`config.mk`:
```
export PLATFORM = sky130hd
export DESIGN_NAME = quad_count_decoder
export DESIGN_NICKNAME = d
export VERILOG_FILES = /design/src/rtl/quad_count_decoder.sv
export SDC_FILE = /design/constraint.sdc
export NUM_CORES = 1
export LEC_CHECK = 0
export ABC_AREA = 1
export BUFFER_PORTS_ARGS = -buffer_cell sky130_fd_sc_hd__buf_2
export CORE_MARGIN = 10
export CORE_UTILIZATION = 50
export CTS_CLUSTER_SIZE = 40
export DETAILED_ROUTE_END_ITERATION = 7
export PLACE_DENSITY = 0.7
export SYNTH_ARGS = -nofsm -noshare
export SYNTH_HDL_FRONTEND = slang
export SYNTH_SLANG_ARGS = --single-unit
```
`constraint.sdc`:
```
create_clock -name clk -period 4.61 [get_ports clk]
set_input_delay 0.2305 -clock clk [delete_from_list [all_inputs] [get_ports clk]]
set_output_delay 0.2305 -clock clk [all_outputs]
set_load 0.05 [all_outputs]
```
`src/rtl/quad_count_decoder.sv`:
```
module quad_count_decoder #(
  parameter int FILT_LEN = 4
) (
  input  logic       clk,
  input  logic       rst_n,
  input  logic       in_a,
  input  logic       in_b,
  input  logic [1:0] quad_mode,
  input  logic       dir_mode,
  input  logic       inputs_en,
  input  logic       gate_use,
  input  logic       gate_n,
  input  logic       step_up,
  input  logic       step_dn,
  output logic       up_pulse,
  output logic       dn_pulse,
  output logic       dir_up
);
  localparam int CW = $clog2(FILT_LEN + 1);
  localparam logic [CW-1:0] CLAST = CW'(FILT_LEN - 1);

  logic [1:0] sync1, sync2, filt, prev;
  logic       quad_on, en, inc, dec, dir_q;
  logic signed [3:0] pend, acc, inp, stp, npend;

  assign quad_on = quad_mode != 2'b00;
  assign en      = inputs_en & ~(gate_use & gate_n);

  always_ff @(posedge clk) begin
    if (!rst_n) begin
      sync1 <= '0;
      sync2 <= '0;
    end else begin
      sync1 <= {in_b, in_a};
      sync2 <= sync1;
    end
  end

  for (genvar g = 0; g < 2; g++) begin : g_filt
    logic [CW-1:0] cnt;
    always_ff @(posedge clk) begin
      if (!rst_n) begin
        filt[g] <= 1'b0;
        cnt     <= '0;
      end else if (!quad_on || sync2[g] == filt[g]) begin
        filt[g] <= sync2[g];
        cnt     <= '0;
      end else if (cnt == CLAST) begin
        filt[g] <= sync2[g];
        cnt     <= '0;
      end else begin
        cnt <= cnt + 1'b1;
      end
    end
  end

  always_ff @(posedge clk) begin
    if (!rst_n) prev <= '0;
    else        prev <= filt;
  end

  logic a_edge, b_edge, a_rise, b_rise;
  assign a_edge = filt[0] ^ prev[0];
  assign b_edge = filt[1] ^ prev[1];
  assign a_rise = filt[0] & ~prev[0];
  assign b_rise = filt[1] & ~prev[1];

  always_comb begin
    inc = 1'b0;
    dec = 1'b0;
    case (quad_mode)
      2'b11: begin
        if (a_edge && !b_edge) begin
          inc = filt[0] ^ filt[1];
          dec = ~(filt[0] ^ filt[1]);
        end else if (b_edge && !a_edge) begin
          inc = ~(filt[0] ^ filt[1]);
          dec = filt[0] ^ filt[1];
        end
      end
      2'b10: if (a_edge) begin
        inc = filt[0] ^ filt[1];
        dec = ~(filt[0] ^ filt[1]);
      end
      2'b01: if (a_rise) begin
        inc = ~filt[1];
        dec = filt[1];
      end
      default: begin
        if (dir_mode) begin
          inc = a_rise & ~filt[1];
          dec = a_rise & filt[1];
        end else begin
          inc = a_rise;
          dec = b_rise;
        end
      end
    endcase
  end

  assign inp = en ? (4'(inc) - 4'(dec)) : 4'sd0;
  assign stp = en ? (4'(step_up) - 4'(step_dn)) : 4'sd0;
  assign acc = inp + stp + pend;

  always_comb begin
    npend = acc;
    if (acc > 0)      npend = acc - 4'sd1;
    else if (acc < 0) npend = acc + 4'sd1;
    if (npend > 4'sd3)       npend = 4'sd3;
    else if (npend < -4'sd3) npend = -4'sd3;
  end

  always_ff @(posedge clk) begin
    if (!rst_n) begin
      pend     <= '0;
      up_pulse <= 1'b0;
      dn_pulse <= 1'b0;
      dir_q    <= 1'b1;
    end else begin
      pend     <= npend;
      up_pulse <= acc > 0;
      dn_pulse <= acc < 0;
      if (quad_on && en && (inc ^ dec)) dir_q <= inc;
    end
  end

  assign dir_up = ~quad_on | dir_q;
endmodule


```
# [After elaboration in Yosys (flattened, before gate mapping)]
# Cells that the tools add are included.
[word_totals] regBits=21 input_bits=12 out_inout_bits=3 elab_cells=86
[classes] n_addsub=8 n_lt_le_gt_ge=4 eq_ne=7 n_mux=22 n_bitwise=18 n_reduce_logical=15
[op_table] op="two-way mux 4 bit" count=5
[op_table] op="two-way mux 1 bit" count=14
[op_table] op="adder 4 bit" count=2
[op_table] op="inverter 1 bit" count=7
[op_table] op="adder 3 x 1 -> 3 bit, second input constant" count=2
[op_table] op="AND 1 bit" count=6
[op_table] op="== test 3 x 2 -> 1 bit, second input constant" count=2
[op_table] op="one-hot mux 1 bit (3 select lines)" count=2
[op_table] op="nonzero test 2 bit" count=3
[op_table] op="OR reduction 3 bit" count=2
[op_table] op="adder 4 x 2 -> 4 bit, second input constant" count=1
[op_table] op="== test 2 bit, second input constant" count=2
[op_table] op="greater-than comparator 4 x 1 -> 1 bit, second input constant" count=1
[op_table] op="greater-than comparator 4 x 3 -> 1 bit, second input constant" count=1
[op_table] op="logical AND 1 bit" count=4
[op_table] op="< comparator 4 x 1 -> 1 bit, second input constant" count=1
[op_table] op="< comparator 4 x 3 -> 1 bit, second input constant" count=1
[op_table] op="subtractor 1 x 1 -> 2 bit" count=2
[op_table] op="subtractor 4 x 2 -> 4 bit, second input constant" count=1
[op_table] op="XOR 1 bit" count=4
[op_table] op="logical NOT 1 bit" count=3
[op_table] op="== test 1 bit" count=2
[op_table] op="== test 2 x 1 -> 1 bit, second input constant" count=1
[op_table] op="logical OR 1 bit" count=2
[op_table] op="other kinds (3)" count=3

# [Longest topological paths before layout]
[depth] word_depth=16 depth_mapped=31 depth_no_buf=31

# [Worst setup path after synthesis]
# No wires, ideal clock.
[synth_timing] path_kind="register to register" start="reg filt[1]" end="reg pend[0]" setup_time_ns=0.127 t_arrival_ns=4.035 required_ns=4.483 path_slack_ns=0.448 stages_incl_launch_ff=23 n_path_buf=1 synth_period_minus_slack_ns=4.162 cell_sequence="dfxtp_1 -> ha_1 -> or2_2 -> nand2_1 -> nand3_1 -> a22oi_1 -> ha_1 -> nand3_2 -> xor2_1 -> inv_1 -> ha_1 -> ha_1 -> inv_1 -> fa_1 -> clkbuf_1 -> o311ai_1 -> nand2_2 -> nand3_1 -> ha_1 -> inv_1 -> nand3_1 -> nor2_1 -> nor2_2"
[synth_via] elab_chain_len=15 elab_cells_between_ends=36 cone_classes="add/sub (5); order compare (4); mux (17); bitwise (7); reduce/logical (3)"
[synth_lines] element="start, declared" line="22" rtl="logic [1:0] sync1, sync2, filt, prev;"
[synth_lines] element="start signal, assigned by index" line="46" rtl="filt[g] <= sync2[g];"
[synth_lines] element="start signal, assigned by index" line="49" rtl="filt[g] <= sync2[g];"
[synth_lines] element="XOR 1 bit, on equally long branches"
[synth_lines] element="logical AND 1 bit (tied with other cells)" line="76" rtl="end else if (b_edge && !a_edge) begin"
[synth_lines] element="two-way mux 1 bit or logical AND 1 bit (tied branches)" line="76, 73"
[synth_lines] element="two-way mux 1 bit" line="73" rtl="if (a_edge && !b_edge) begin"
[synth_lines] element="one-hot mux 1 bit (3 select lines)" line="71" rtl="case (quad_mode)"
[synth_lines] element="subtractor 1 x 1 -> 2 bit *" line="101" rtl="assign inp = en ? (4'(inc) - 4'(dec)) : 4'sd0;"
[synth_lines] element="two-way mux 4 bit *" line="101"
[synth_lines] element="adder 4 bit * (2 in a row)" line="103" rtl="assign acc = inp + stp + pend;"
[synth_lines] element="adder 4 x 2 -> 4 bit or < comparator 4 x 1 -> 1 bit (tied branches)" line="108" rtl="else if (acc < 0) npend = acc + 4'sd1;"
[synth_lines] element="two-way mux 4 bit" line="108"
[synth_lines] element="two-way mux 4 bit *" line="107" rtl="if (acc > 0) npend = acc - 4'sd1;"
[synth_lines] element="< comparator 4 x 3 -> 1 bit" line="110" rtl="else if (npend < -4'sd3) npend = -4'sd3;"
[synth_lines] element="two-way mux 4 bit" line="110"
[synth_lines] element="two-way mux 2 bit *" line="109" rtl="if (npend > 4'sd3) npend = 4'sd3;"
[synth_lines] element="end signal, assigned" line="120" rtl="pend <= npend;"
[synth_lines] element="end, declared" line="24" rtl="logic signed [3:0] pend, acc, inp, stp, npend;"
# Mark *: on every way between the ends. The rest lies on a longest branch, timed or not.
# A chain may end at the register's enable or synchronous reset.

# [Worst setup path in the final report]
[layout_timing] start="reg filt[0]" end="reg pend[0]"
[layout_via] elab_chain_len=16 elab_cells_between_ends=35 cone_classes="add/sub (5); order compare (4); mux (17); bitwise (6); reduce/logical (3)"
[layout_lines] element="XOR 1 bit" line="63" rtl="assign a_edge = filt[0] ^ prev[0];"
[layout_lines] element="logical NOT 1 bit" line="76"
[layout_lines] element="logical AND 1 bit" line="76"
[layout_lines] element="two-way mux 1 bit" line="76"
[layout_lines] element="two-way mux 1 bit" line="73"
[layout_lines] element="one-hot mux 1 bit (3 select lines)" line="71"
[layout_lines] element="subtractor 1 x 1 -> 2 bit *" line="101"
[layout_lines] element="two-way mux 4 bit *" line="101"
[layout_lines] element="adder 4 bit * (2 in a row)" line="103"
[layout_lines] element="adder 4 x 2 -> 4 bit or < comparator 4 x 1 -> 1 bit (tied branches)" line="108"
[layout_lines] element="two-way mux 4 bit" line="108"
[layout_lines] element="two-way mux 4 bit *" line="107"
[layout_lines] element="< comparator 4 x 3 -> 1 bit" line="110"
[layout_lines] element="two-way mux 4 bit" line="110"
[layout_lines] element="two-way mux 2 bit *" line="109"
# Marked as above.

==> out/results.ini <==
[clock_network]
cts_hold_buf=0
clkSinkCount=21
root_buffer=clkbuf_4
clk_pin_slew_ps=120
htreeDepth=1
clockBufferDepth=2
cts_tree=built
cts_buffers=3
clk_latency_ps=300

[power_and_ir_drop]
clockPowerShare_pct=12.0
p_per_area_nw_per_um2=469.4
internal-power_mw=0.3971
cellLeakagePower_nw=0.8136
p_comb_share_pct=58.6
sw_frac_of_total_pct=46.42
pwr-share-seq_pct=29.3
p_sw_mw=0.3441
vdd_ir_drop_max_mv=0.3452

[hold_path]
holdPathStages=3
min_from=in_b
worstHoldPathType=in -> reg

[finish]
drive_above_1_share_pct=25.00
final_util_pct=57.76
syn_to_final_growth_pct=12.08
fill_cells=243
final_nets=234
diodes=0
final_cell_mix=inv_1 (36), nand2_1 (29), dfxtp_1 (19), nor2_1 (16)
final_common_cell=inv_1

[critical_path]
r2r_cells=29
critPathSlowestCell=fa_1
crit_start=filt[0]$_SDFFE_PN0P_
start_kind=flop
end_kind=flop
worstReg2RegStart=filt[0]$_SDFFE_PN0P_
crit_path_frequent_cell=inv_1
cpPeakStageDelay_ps=390
crit_fanout=9
arrival_ps=4470
worstSetupPathType=reg -> reg
required_ps=4810

[placement]
place_hpwl_mm=2.148
gp_congestion=0.7966
post-place-ws_ps=130.6
portBuffers=14

[timing]
fin_crit_ps=4271
rsz0062_at_grt=false
maxSlewHeadroom_pct=70.73
min_period_over_period_pct=92.65
finalHoldViolations=0
fin_skew_ps=1.181
holdWs_ps=98.46
worst_pin_slew_ps=435.9
worst_slack_ps=339.0
setup_viol=0
finalSetupTns_ps=0
slew_violations=0
fmax_mhz=234.1

[route]
vias_per_cell=5.021
ant_nets=0
top_layer_used=met4
m1WireLength_mm=1.214
drt_iter0_drc=58
first_pass_iters=4
dr_wl_met3_um=100
wl_mm=2.560
met2_length_mm=1.216
post_drt_wl_per_cell_um=10.89
route.detailed.drc=0
via_count=1180

[grt]
antenna_found_initial=0
grt_overflow_total=0
grt_max_degree=13
grt_pass1_wl_mm=4.574
grt_use_total_pct=10.28
grt_pass1_vias=1118

[synth]
synth_xor_xnor_area_share_pct=2.487
synth-adder-area-share_pct=16.16
async_flop_share_pct=0
syn_nets=215
netlist_instances=186
syn_avg_cell_area_um2=7.574
ys_seq_area_share_pct=29.84
synth_edf_count=0
synth.distinct_cells=35
synth.yosys.warnings=0
synth_ff_type=dfxtp_1
ys_ff_latch=21
synth_compound_area_share_pct=9.503
synthSimpleGateAreaFrac_pct=30.11
synth_top_family_by_area=simple AND/OR/NAND/NOR gates
synthesis.area_um2=1409
synthMuxAreaShare_pct=0.7105

[run_status]
outcome=finished, final reports clean

[floorplan]
die-area_um2=5341
ios=15
die_h_um=73.08
chipWidth_um=73.08
start_util_pct=51.53
rows=19
core_region_area_um2=2734

[flow_run]
drv_cap=0

-- cell type report --
type	count	area, um2	area share [%]
multi-input cells	123	854.6	54.12
flip-flops and latches	21	422.9	26.78
inverters	40	150.1	9.509
repair buffers	16	85.08	5.388
well taps	31	38.79	2.456
clock buffers	3	22.52	1.426
clock inverters	1	5.005	0.3170
-- layer usage --
| metal | up-vias | GRT usage [%] |
|---|---|---|
| met5 | - | 0 |
| met4 | 0 | 4.219 |
| met3 | 4 | 2.585 |
| met2 | 16 | 16.71 |
| met1 | 529 | 12.46 |
| li1 | 631 | - |
-- final timing paths --
kind	slack [ps]	to
worst max register to register	340	pend[0]$_SDFF_PN0_
worst min-delay path	100	sync1[1]$_SDFF_PN0_
worst max-delay path	340	pend[0]$_SDFF_PN0_
worst min register to register	430	sync2[1]$_SDFF_PN0_
-- sequential cells by signal, indices dropped and copies added (netlist names) --
name,flops
dn_pulse,1
g_filt.cnt,6
up_pulse,1
sync1,2
dir_q,1
sync2,2
prev,2
pend,4
filt,2
-- metrics by stage --
step | power, mW | std cells | instance area [um2]
detailed placement | 0.6511 | 230 | 1518
CTS | 0.7405 | 234 | 1545
floorplan | 0.5777 | 186 | 1409
global placement | 0.6461 | 230 | 1518
global route | 0.8156 | 235 | 1579
finish | 0.7412 | 235 | 1579
-- power by group through the flow --
stage	Sequential (mW)	Combinational [mW]	Clock (mW)
floorplan	0.241	0.337	0
global placement	0.221	0.425	0
detailed placement	0.222	0.429	0
CTS	0.218	0.432	0.0913
global route	0.220	0.495	0.100
finish	0.218	0.435	0.0891
-- worst max-delay path, delay by kind of cell, from the launching register on --
kind / cells / cell delay (ps)
fa+ha+maj: 6 / 1590
simple gates: 14 / 1400
flops: 1 / 360
buf+inv: 6 / 350
compound gates: 2 / 300
xor+xnor: 1 / 160
-- logic make-up (layout without fill, tap and decap cells) --
family	count (synthesis)	count (layout)
compound gates	21	21
flops	21	21
xor+xnor	4	4
simple gates	80	80
mux	1	1
fa+ha+maj	17	17
buf+inv	42	60
-- cell usage after synthesis, types with 2 or more instances --
cell type / instances / area, um2
a21oi_1: 4 / 20.02
nor2_1: 16 / 60.06
nand2_1: 30 / 112.6
dfxtp_1: 21 / 420.4
o21ai_1: 2 / 10.01
nor2_2: 2 / 12.51
nand2_4: 3 / 33.78
o21ai_0: 5 / 25.02
o211ai_1: 3 / 22.52
nand4_1: 5 / 31.28
or2_2: 2 / 12.51
nand2_2: 7 / 43.79
nand3_2: 2 / 20.02
xor2_1: 3 / 26.28
nand3_1: 8 / 40.04
inv_2: 3 / 11.26
ha_1: 15 / 187.7
inv_1: 36 / 135.1
fa_1: 2 / 40.04
clkbuf_1: 2 / 7.510
-- repair_timing --
item	in CTS	in global routing
resized for setup	0	7
buffers inserted	0	1
endpoints found under the setup margin	0	2
Note: power is estimated with default switching activity, not from simulation.
